==> config.mk <==
export PLATFORM = sky130hd
export DESIGN_NAME = dwcsr_unit
export DESIGN_NICKNAME = d
export VERILOG_FILES = /design/src/rtl/dwcsr_pkg.sv /design/src/rtl/dwcsr_decode.sv /design/src/rtl/dwcsr_reg.sv /design/src/rtl/dwcsr_unit.sv
export SDC_FILE = /design/constraint.sdc
export NUM_CORES = 1
export LEC_CHECK = 0
export BUFFER_PORTS_ARGS = -buffer_cell sky130_fd_sc_hd__buf_2
export CORE_MARGIN = 2
export CORE_UTILIZATION = 53
export CTS_CLUSTER_DIAMETER = 30
export DETAILED_ROUTE_END_ITERATION = 12
export HOLD_SLACK_MARGIN = 0.12
export PLACE_DENSITY = 0.81
export SLEW_MARGIN = 30
export SYNTH_ARGS = -nofsm -noshare
export SYNTH_HDL_FRONTEND = slang
export SYNTH_SLANG_ARGS = --single-unit
export TNS_END_PERCENT = 1
==> constraint.sdc <==
create_clock -name clk -period 2.1 [get_ports clk]
set_input_delay 0.21 -clock clk [delete_from_list [all_inputs] [get_ports clk]]
set_output_delay 0.21 -clock clk [all_outputs]
set_load 0.1 [all_outputs]
==> src/rtl/dwcsr_pkg.sv <==
package dwcsr_pkg;
  typedef enum logic [1:0] {
    OP_READ  = 2'b00,
    OP_WRITE = 2'b01,
    OP_SET   = 2'b10,
    OP_CLEAR = 2'b11
  } csr_op_e;

  localparam int WORD_W = 64;
  localparam int LANE_W = 32;

  // Applies one operation to a 32-bit lane.
  function automatic logic [LANE_W-1:0] lane_apply(
      input csr_op_e op, input logic [LANE_W-1:0] old, input logic [LANE_W-1:0] src);
    case (op)
      OP_WRITE: lane_apply = src;
      OP_SET:   lane_apply = old | src;
      OP_CLEAR: lane_apply = old & ~src;
      default:  lane_apply = old;
    endcase
  endfunction

  function automatic logic op_modifies(input csr_op_e op);
    op_modifies = (op != OP_READ);
  endfunction
endpackage

==> src/rtl/dwcsr_decode.sv <==
module dwcsr_decode
  import dwcsr_pkg::*;
#(
  parameter int NUM_REGS = 2,
  parameter int ADDR_W = 12,
  parameter logic [ADDR_W-1:0] BASE_ADDR = 12'h640,
  parameter logic [ADDR_W-1:0] HIGH_ADDR = 12'h650
) (
  input  logic                req,
  input  logic                xlen64,
  input  logic [ADDR_W-1:0]   addr,
  output logic [NUM_REGS-1:0] sel_lo,
  output logic [NUM_REGS-1:0] sel_hi,
  output logic                illegal
);
  logic [NUM_REGS-1:0] hi_match;

  for (genvar i = 0; i < NUM_REGS; i++) begin : g_dec
    localparam logic [ADDR_W-1:0] ALO = BASE_ADDR + ADDR_W'(i);
    localparam logic [ADDR_W-1:0] AHI = HIGH_ADDR + ADDR_W'(i);
    assign sel_lo[i]   = req && (addr == ALO);
    assign hi_match[i] = req && (addr == AHI);
    assign sel_hi[i]   = hi_match[i] && !xlen64;
  end

  assign illegal = xlen64 && (|hi_match);
endmodule

==> src/rtl/dwcsr_reg.sv <==
module dwcsr_reg
  import dwcsr_pkg::*;
#(
  parameter logic [WORD_W-1:0] WR_MASK = '1
) (
  input  logic              clk,
  input  logic              rst,
  input  logic              xlen64,
  input  logic              sel_lo,
  input  logic              sel_hi,
  input  csr_op_e           op,
  input  logic [WORD_W-1:0] wdata,
  output logic [WORD_W-1:0] q,
  output logic [WORD_W-1:0] rd
);
  logic              wr_lo, wr_hi;
  logic [LANE_W-1:0] hi_src, next_lo, next_hi;
  logic [WORD_W-1:0] d;

  assign wr_lo   = sel_lo && op_modifies(op);
  assign wr_hi   = op_modifies(op) && (sel_hi || (sel_lo && xlen64));
  assign hi_src  = xlen64 ? wdata[WORD_W-1:LANE_W] : wdata[LANE_W-1:0];
  assign next_lo = lane_apply(op, q[LANE_W-1:0], wdata[LANE_W-1:0]);
  assign next_hi = lane_apply(op, q[WORD_W-1:LANE_W], hi_src);

  always_comb begin
    d = q;
    if (wr_lo) d[LANE_W-1:0] = next_lo;
    if (wr_hi) d[WORD_W-1:LANE_W] = next_hi;
    d = d & WR_MASK;
  end

  always_ff @(posedge clk) begin
    if (rst) q <= '0;
    else     q <= d;
  end

  always_comb begin
    rd = '0;
    if (sel_lo && xlen64)       rd = q;
    else if (sel_lo)            rd[LANE_W-1:0] = q[LANE_W-1:0];
    else if (sel_hi)            rd[LANE_W-1:0] = q[WORD_W-1:LANE_W];
  end

  p_low_write_keeps_high_r3: assert property (@(posedge clk) disable iff (rst)
    (wr_lo && !wr_hi) |=> $stable(q[WORD_W-1:LANE_W]));
  p_high_write_keeps_low_r4: assert property (@(posedge clk) disable iff (rst)
    (wr_hi && !wr_lo) |=> $stable(q[LANE_W-1:0]));
  p_idle_holds_r10: assert property (@(posedge clk) disable iff (rst)
    (!wr_lo && !wr_hi) |=> $stable(q));
  p_masked_zero_r7: assert property (@(posedge clk) disable iff (rst)
    1'b1 |=> ((q & ~WR_MASK) == '0));
  p_narrow_read_r3: assert property (@(posedge clk) disable iff (rst)
    (!xlen64) |-> (rd[WORD_W-1:LANE_W] == '0));
endmodule

==> src/rtl/dwcsr_unit.sv <==
module dwcsr_unit
  import dwcsr_pkg::*;
#(
  parameter int NUM_REGS = 2,
  parameter int ADDR_W = 12,
  parameter logic [ADDR_W-1:0] BASE_ADDR = 12'h640,
  parameter logic [ADDR_W-1:0] HIGH_ADDR = 12'h650,
  parameter logic [NUM_REGS-1:0][63:0] WR_MASK =
    {64'hFFFF_FFFF_FFFF_FFFF, 64'hC000_0000_0000_00F1}
) (
  input  logic              clk,
  input  logic              rst,
  input  logic              xlen64_i,
  input  logic              req_i,
  input  logic [ADDR_W-1:0] addr_i,
  input  logic [1:0]        op_i,
  input  logic [63:0]       wdata_i,
  output logic [63:0]       rdata_o,
  output logic              illegal_o
);
  localparam int FLAT_W = NUM_REGS * WORD_W;

  logic [NUM_REGS-1:0]             sel_lo, sel_hi;
  logic [NUM_REGS-1:0][WORD_W-1:0] q_all, rd_all;
  logic [FLAT_W-1:0]               q_flat;
  csr_op_e                         op;

  assign op = csr_op_e'(op_i);

  dwcsr_decode #(
    .NUM_REGS(NUM_REGS), .ADDR_W(ADDR_W),
    .BASE_ADDR(BASE_ADDR), .HIGH_ADDR(HIGH_ADDR)
  ) u_dec (
    .req(req_i), .xlen64(xlen64_i), .addr(addr_i),
    .sel_lo(sel_lo), .sel_hi(sel_hi), .illegal(illegal_o)
  );

  for (genvar i = 0; i < NUM_REGS; i++) begin : g_reg
    dwcsr_reg #(.WR_MASK(WR_MASK[i])) u_reg (
      .clk(clk), .rst(rst), .xlen64(xlen64_i),
      .sel_lo(sel_lo[i]), .sel_hi(sel_hi[i]), .op(op), .wdata(wdata_i),
      .q(q_all[i]), .rd(rd_all[i])
    );
  end

  assign q_flat = q_all;

  always_comb begin
    rdata_o = '0;
    for (int i = 0; i < NUM_REGS; i++) rdata_o = rdata_o | rd_all[i];
  end

  p_illegal_no_change_r5: assert property (@(posedge clk) disable iff (rst)
    illegal_o |=> $stable(q_flat));
  p_illegal_zero_read_r5: assert property (@(posedge clk) disable iff (rst)
    illegal_o |-> (rdata_o == '0));
  p_single_target_r10: assert property (@(posedge clk) disable iff (rst)
    $onehot0({sel_lo, sel_hi}));
  p_no_req_quiet_r10: assert property (@(posedge clk) disable iff (rst)
    !req_i |-> (!illegal_o && rdata_o == '0));
  p_narrow_never_illegal_r4: assert property (@(posedge clk) disable iff (rst)
    !xlen64_i |-> !illegal_o);
endmodule

==> results of run 1 <==
-- layout by cell type (no fill, tap or decap), types with 2 or more instances in the layout --
| cell type | count |
|---|---|
| buf_2 | 80 |
| dfxtp_1 | 71 |
| buf_12 | 71 |
| nor2_1 | 64 |
| mux2i_1 | 62 |
| buf_4 | 43 |
| nand3_1 | 41 |
| a22o_1 | 40 |
| nand2_1 | 35 |
| nor2b_1 | 32 |
| a21bo_2 | 30 |
| a31oi_1 | 30 |
| o2111ai_1 | 27 |
| and3_4 | 19 |
| and3_1 | 17 |
| a22o_4 | 17 |
| dlygate4sd3_1 | 17 |
| clkbuf_8 | 12 |
| nand4_1 | 10 |
| a21oi_1 | 8 |
| inv_1 | 7 |
| o21ai_0 | 6 |
| a221o_1 | 6 |
| nand2b_1 | 6 |
| nor4_4 | 3 |
| nor4_2 | 2 |
| nor2_4 | 2 |
| a21boi_2 | 2 |
| xnor2_1 | 2 |
| a31o_2 | 2 |
| nor4_1 | 2 |
| a311oi_1 | 2 |
| a41o_1 | 2 |
| clkinv_2 | 2 |
| clkbuf_16 | 2 |
| buf_6 | 2 |
-- cell families (layout without fill, tap and decap cells) --
family,Yosys count,in the layout
simple gates,242,242
compound gates,173,173
buf+inv,77,240
flops,71,71
mux,62,62
xor+xnor,2,2
other cells,0,1
-- critical path, delay by kind of cell --
family	cells	cell delay [ps]
buffers and inverters	5	750
and+or+nand+nor	3	840
AOI/OAI and AO/OA	1	220
-- worst min path at each step --
stage,start,to,slack (ps),cells after the start
2_1_floorplan,wdata_i[31],g_reg[1].u_reg.q[31]$_SDFFE_PP0P_,340,1
3_3_place_gp,wdata_i[31],g_reg[1].u_reg.q[31]$_SDFFE_PP0P_,450,2
3_5_place_dp,wdata_i[28],g_reg[1].u_reg.q[28]$_SDFFE_PP0P_,460,2
4_1_cts,wdata_i[24],g_reg[1].u_reg.q[24]$_SDFFE_PP0P_,120,2
5_1_grt,wdata_i[11],g_reg[1].u_reg.q[11]$_SDFFE_PP0P_,130,2
6_report,wdata_i[15],g_reg[1].u_reg.q[15]$_SDFFE_PP0P_,130,2
-- power breakdown --
group | leakage, nW | total (mW) | internal [mW] | switching, mW
sequential | 0.571 | 1.35 | 1.34 | 0.000178
clock | 0.109 | 1.19 | 0.644 | 0.544
combinational | 2.47 | 0.475 | 0.170 | 0.304
total | 3.15 | 3.01 | 2.16 | 0.848
-- routing by layer --
layer,vias up,part of all wire
li1,2669,-
met1,2970,0.36
met2,520,0.49
met3,120,0.097
met4,0,0.049
met5,-,0
-- final cells by class --
type	count	area [sq um]	area share
multi-input combinational	479	3650	0.463
clock buffer	13	169	0.0214
antenna	1	2.50	0.000318
inverter	8	30.0	0.00381
sequential	71	1420	0.180
timing repair buffer	216	2400	0.305
tap	129	161	0.0205
clock inverter	3	40.0	0.00508
-- through the flow --
stage / util / total power, mW
3_3_place_gp: 0.763 / 1.77
2_1_floorplan: - / 1.60
5_1_grt: 0.849 / 3.08
6_report: 0.849 / 3.01
4_1_cts: 0.807 / 2.96
3_5_place_dp: 0.763 / 1.79
-- what timing repair did --
action	in CTS	in global routing
setup endpoints to repair	63	64
gates cloned	0	2
hold buffers	17	0
pin swaps	0	13
hold endpoints to repair	17	0
gates resized for setup	9	47
buffers inserted	0	3
==> results.txt, run 1 <==
flip-flop count of the largest register after layout: 71
Worst-Margin Slew: 986 ps
Post-Synth Adder-Cell Area: 0
layer with the highest usage: met2
Relative slew margins: 0.339
largest family of logic cells by synthesized area: compound AO/OA/AOI/OAI gates
Post-synth EDFFs: 0
fin. max-slew vios: 0
Core ar.: 0.00928 sq mm
Top Registers: g.u_reg.q (71)
Die Area: 0.0104 sq mm
final count of negative-setup-slack endpoints: 62
met1 GRT Util: 0.425
Mapped Cells: 627
failing checks: design-rule violations, negative setup slack
Die Wd: 102 um
GP Congestion: 0.867
Fmax: 442 MHz
Synth Cell Area: 0.00508 sq mm
Worst Hold Class: input pin to register
later-pin clock latency in the skew report: 350 ps
PnR worst setup slack: -162 ps
worst reg2reg endpoint: g_reg[1].u_reg.q[49]$_SDFFE_PP0P_
setup TNS: -6870 ps
Cell Chain, Critical Path: buf_2 > buf_4 > nor4_2 > nand2_1 > nor2_4 > buf_12 > buf_12 > a221o_1 > buf_12
CP startpoint kind: input pin
wire length per cell: 22.5 um
critical path capture point type: primary output
Hold Vio Cnt, Final: 0
io pins: 147
H-Tree Depth: 3
Pwr Density: 382 mW/mm^2
Synth area leader: dfxtp_1
area grow syn2layout: 55.0%
Max Buffers Root-to-Sink: 2
slowest cell on the critical path: nor4_2
share of layout cells above drive strength 1: 0.377
input/output buffers: 146
syn nets: 709
Top reg by flops: g.u_reg.q
ANT nets after route: 0
maximum vdd drop: 0.000334 V
Clock Skew: 0 ps
antenna violations before repair: 1
Tmin final: 2260 ps
CTS buffer count: 9
Post-Synth Simple-Gate Area: 0.246
Via-to-Cell Ratio: 6.83
initial DRC count: 692
Filler Cell Count: 494
most common cell in the netlist: dfxtp_1
post-synthesis register bit count: 71
routed wire length: 20.7 mm
worst hold slack: 130 ps
WS Path Type: input pin to primary output
Synth Area in Compound Gates: 0.282
mux cell area share after synthesis: 0.122
CTS sink cnt: 71
Vias: 6279
largest cells by area after synthesis: dfxtp_1 (28%), mux2i_1 (12%), a22o_1 (9.8%), a21bo_2 (5.9%), nor2_1 (4.8%)
RSZ-0062 raised after global routing: yes
ys async rst share: 0
NumNets Final: 867
drc violations: 1
synthesized area per cell: 8.11 sq um
Worst Path Max Fanout: 13
router iterations before antenna repair: 11
CTS Root Cell: clkbuf_8
DIE HEIGHT: 102 um
Setup crit end: rdata_o[30]
cells on worst reg2reg path: 2
final cell count without fillers: 920
YS warnings: 0
register-to-register setup slack: 1150 ps
CTS tree: done
leak pwr: 3.15 nW
DP Worst Slack: -225 ps
GR Layer Usage met3: 0.0540
largest net degree at the start of global routing: 47
commonest cells in the synthesized netlist: dfxtp_1 (71), nor2_1 (65), mux2i_1 (62)
crit path from: addr_i[1]
Final Instance Area: 0.00788 sq mm
Crit path top cell by count: buf_12
post-synthesis sequential area ratio: 0.280
Synth top area share: 0.280
overall routing resource usage: 0.357
Core Rows: 35
grt ovf: 0
initial core utilization: 0.548
DPL Wire Length: 12.7 mm
clock transition at the registers of the reported paths: 80 ps
CP Data Required Time: 1890 ps
placed inst area: 0.00708 sq mm
Synth Area in XOR/XNOR: 0.00345
Main synth FF type: dfxtp_1
M2 GR Usage: 0.620
RR Startpoint: g_reg[1].u_reg.q[49]$_SDFFE_PP0P_
data arrival time of the worst path: 2050 ps
Tcrit/Tclk final: 1.08
status: finished, violations left
vias in the first global route: 6143
placed insts: 881
max_cap viols: 0
Unique masters post-synth: 41
first-pass GRT wire length: 29.6 mm
Max stage delay on crit path: 480 ps
Power figures use the tool's default switching activity.
==> run 2, diff against run 1 <==
Settings changed: BUFFER_PORTS_ARGS -buffer_cell sky130_fd_sc_hd__buf_2 to default, CORE_UTILIZATION 53 to 55, DONT_BUFFER_PORTS from default to 1, PLACE_DENSITY 0.81 to 0.7.
==> run 2 against run 1 <==
  * The run ends with negative setup slack left
  * Final cell count fell by 10%
  * Global-route usage fell by 1.4 points
  * Clock skew stayed put
  * Clock power fell by 8%
  * Via count shrank 7.9%
  * Total power is 7.3% lower
  * Maximum frequency increased by 5.6%
  * Worst setup slack better by 120 ps
  * Sequential power about the same
  * Critical path type unchanged
  * Highest routed layer unchanged
==> results.txt, run 2 (synthesized netlist as in run 1, its figures left out) <==
Top reg by flops: g.u_reg.q (unchanged)
max_cap viols: 0 (unchanged)
most frequent cells in the layout: buf_12 (74), dfxtp_1 (71), nor2_1 (64), mux2i_1 (62), a22o_1 (57) (was buf_2 (80), dfxtp_1 (71), buf_12 (71), nor2_1 (64), mux2i_1 (62))
M2 GR Usage: 0.557 (was 0.620)
Fmax: 467 MHz (was 442 MHz)
Comb power frac: 0.124 (was 0.158)
clock transition at the registers of the reported paths: 70 ps (was 80 ps)
Setup crit end: rdata_o[51] (was rdata_o[30])
layer with the highest usage: met2 (unchanged)
Core Rows: 35 (unchanged)
Tcrit/Tclk final: 1.02 (was 1.08)
final core occ: 0.804 (was 0.849)
vias in the first global route: 5584 (was 6143)
CP Data Required Time: 1890 ps (about the same)
initial core utilization: 0.558 (was 0.548)
Top Registers: g.u_reg.q (71) (unchanged)
io pins: 147 (unchanged)
crit path from: addr_i[5] (was addr_i[1])
slowest cell on the critical path: or3b_4 (was nor4_2)
overall routing resource usage: 0.343 (was 0.357)
Max stage delay on crit path: 420 ps (was 480 ps)
leak pwr: 2.76 nW (was 3.15 nW)
Core ar.: 0.00911 sq mm (was 0.00928 sq mm)
CTS sink cnt: 71 (unchanged)
register-to-register setup slack: 900 ps (was 1150 ps)
Hold Vio Cnt, Final: 0 (unchanged)
DPL Wire Length: 10.5 mm (was 12.7 mm)
Worst-Margin Slew: 832 ps (was 986 ps)
fin. max-slew vios: 0 (unchanged)
routed wire length: 18.6 mm (was 20.7 mm)
CTS buffer count: 9 (unchanged)
antenna violations before repair: 1 (unchanged)
flip-flop count of the largest register after layout: 71 (unchanged)
Crit path top cell by count: buf_12 (unchanged)
CTS tree: done (unchanged)
Vias: 5786 (was 6279)
failing checks: negative setup slack (was design-rule violations, negative setup slack)
router iterations before antenna repair: 5 (was 11)
met1 GRT Util: 0.447 (was 0.425)
Die Wd: 100 um (was 102 um)
Tmin final: 2140 ps (was 2260 ps)
P_sw: 0.728 mW (was 0.848 mW)
RR Startpoint: g_reg[0].u_reg.q[6]$_SDFFE_PP0P_ (was g_reg[1].u_reg.q[49]$_SDFFE_PP0P_)
PnR worst setup slack: -43.0 ps (was -162 ps)
Worst Path Max Fanout: 22 (was 13)
grt ovf: 0 (unchanged)
CTS Root Cell: clkbuf_8 (unchanged)
Max Buffers Root-to-Sink: 2 (unchanged)
Die Area: 0.0100 sq mm (was 0.0104 sq mm)
WS Path Type: input pin to primary output (unchanged)
Worst Hold Class: input pin to register (unchanged)
area grow syn2layout: 44.1% (was 55.0%)
drc violations: 0 (was 1)
worst reg2reg endpoint: g_reg[0].u_reg.q[6]$_SDFFE_PP0P_ (was g_reg[1].u_reg.q[49]$_SDFFE_PP0P_)
maximum vdd drop: 0.000319 V (was 0.000334 V)
final count of negative-setup-slack endpoints: 1 (was 62)
initial DRC count: 704 (was 692)
Pwr Density: 381 mW/mm^2 (was 382 mW/mm^2)
CP startpoint kind: input pin (unchanged)
largest net degree at the start of global routing: 70 (was 47)
GR Layer Usage met3: 0.0487 (was 0.0540)
switch share: 0.261 (was 0.282)
NumNets Final: 790 (was 867)
DIE HEIGHT: 100 um (was 102 um)
wire length per cell: 22.6 um (was 22.5 um)
data arrival time of the worst path: 1930 ps (was 2050 ps)
Power Internal: 2.06 mW (was 2.16 mW)
later-pin clock latency in the skew report: 350 ps (about the same)
first-pass GRT wire length: 27.7 mm (was 29.6 mm)
status: finished, violations left (unchanged)
ANT nets after route: 0 (unchanged)
cells on worst reg2reg path: 3 (was 2)
Cell Chain, Critical Path: or3b_4 > or3_4 > nor2_4 > buf_12 > buf_12 > and3_1 > buf_12 (was buf_2 > buf_4 > nor4_2 > nand2_1 > nor2_4 > buf_12 > buf_12 > a221o_1 > buf_12)
H-Tree Depth: 3 (unchanged)
Clock power frac: 0.394 (was 0.395)
Clock Skew: 0 ps (unchanged)
Via-to-Cell Ratio: 7.02 (was 6.83)
commonest non-fill, non-tap cell in the layout: buf_12 (was buf_2)
GP Congestion: 0.837 (was 0.867)
input/output buffers: 0 (was 146)
# diodes: 0 (was 1)
critical path capture point type: primary output (unchanged)
Seq pwr share: 0.482 (was 0.447)
share of layout cells above drive strength 1: 0.229 (was 0.377)
Relative slew margins: 0.442 (was 0.339)
DP Worst Slack: -51.4 ps (was -225 ps)
[run 2: power groups by stage]
| stage | sequential, mW | clock, mW | combinational, mW |
|---|---|---|---|
| final | 1.35 | 1.10 | 0.345 |
| after global routing | 1.34 | 1.14 | 0.365 |
| after CTS | 1.35 | 1.10 | 0.327 |
| after detailed placement | 1.38 | 0 | 0.200 |
| after global placement | 1.38 | 0 | 0.190 |
| after floorplan | 1.38 | 0 | 0.226 |
[run 2: worst min path at each step]
stage                                                    to  cells past startpoint   startpoint  slack (ps)
after floorplan           g_reg[1].u_reg.q[31]$_SDFFE_PP0P_                      1  wdata_i[31]         340
after global placement     g_reg[0].u_reg.q[0]$_SDFFE_PP0P_                      1          rst         290
after detailed placement  g_reg[1].u_reg.q[37]$_SDFFE_PP0P_                      1          rst         290
after CTS                 g_reg[0].u_reg.q[62]$_SDFFE_PP0P_                      2          rst         120
after global routing      g_reg[0].u_reg.q[63]$_SDFFE_PP0P_                      2          rst         130
final                     g_reg[0].u_reg.q[63]$_SDFFE_PP0P_                      2          rst         130
[run 2: area by class of cell]
class	count	area (sq um)
clock buffer	12	145
inverter	8	30.0
multi-input combinational	479	3400
timing repair buffer	139	2140
clock inverter	4	45.0
tap	111	139
fill	546	1790
sequential	71	1420
[run 2: timing repair]
item | 4_1_cts | 5_1_grt
buffers inserted | 0 | 2
hold buffers | 39 | 0
setup endpoints to repair | 31 | 61
pin swaps | 0 | 1
gates cloned | 0 | 3
resized for setup | 1 | 7
hold endpoints to repair | 71 | 0
[run 2: worst max-delay path: cells and delay by family]
family	cells	cell delay, ps
and+or+nand+nor	4	1210
buffers and inverters	3	510
[run 2: stage by stage]
stage	instance area, sq um	setup TNS, ps	total power, mW	hold slack (ps)	cells
after detailed placement	6570	-510	1.58	290	764
after global placement	6570	0	1.57	288	764
final	7320	-43.0	2.79	131	824
after floorplan	5110	-31720	1.60	335	627
after CTS	7200	0	2.77	122	819
after global routing	7320	-46.4	2.85	130	824
[run 2: layer usage]
layer / vias up / wire length [um]
met5: - / 0
met4: 0 / 705
met3: 67 / 2010
met2: 455 / 8910
met1: 2747 / 6990
li1: 2517 / -
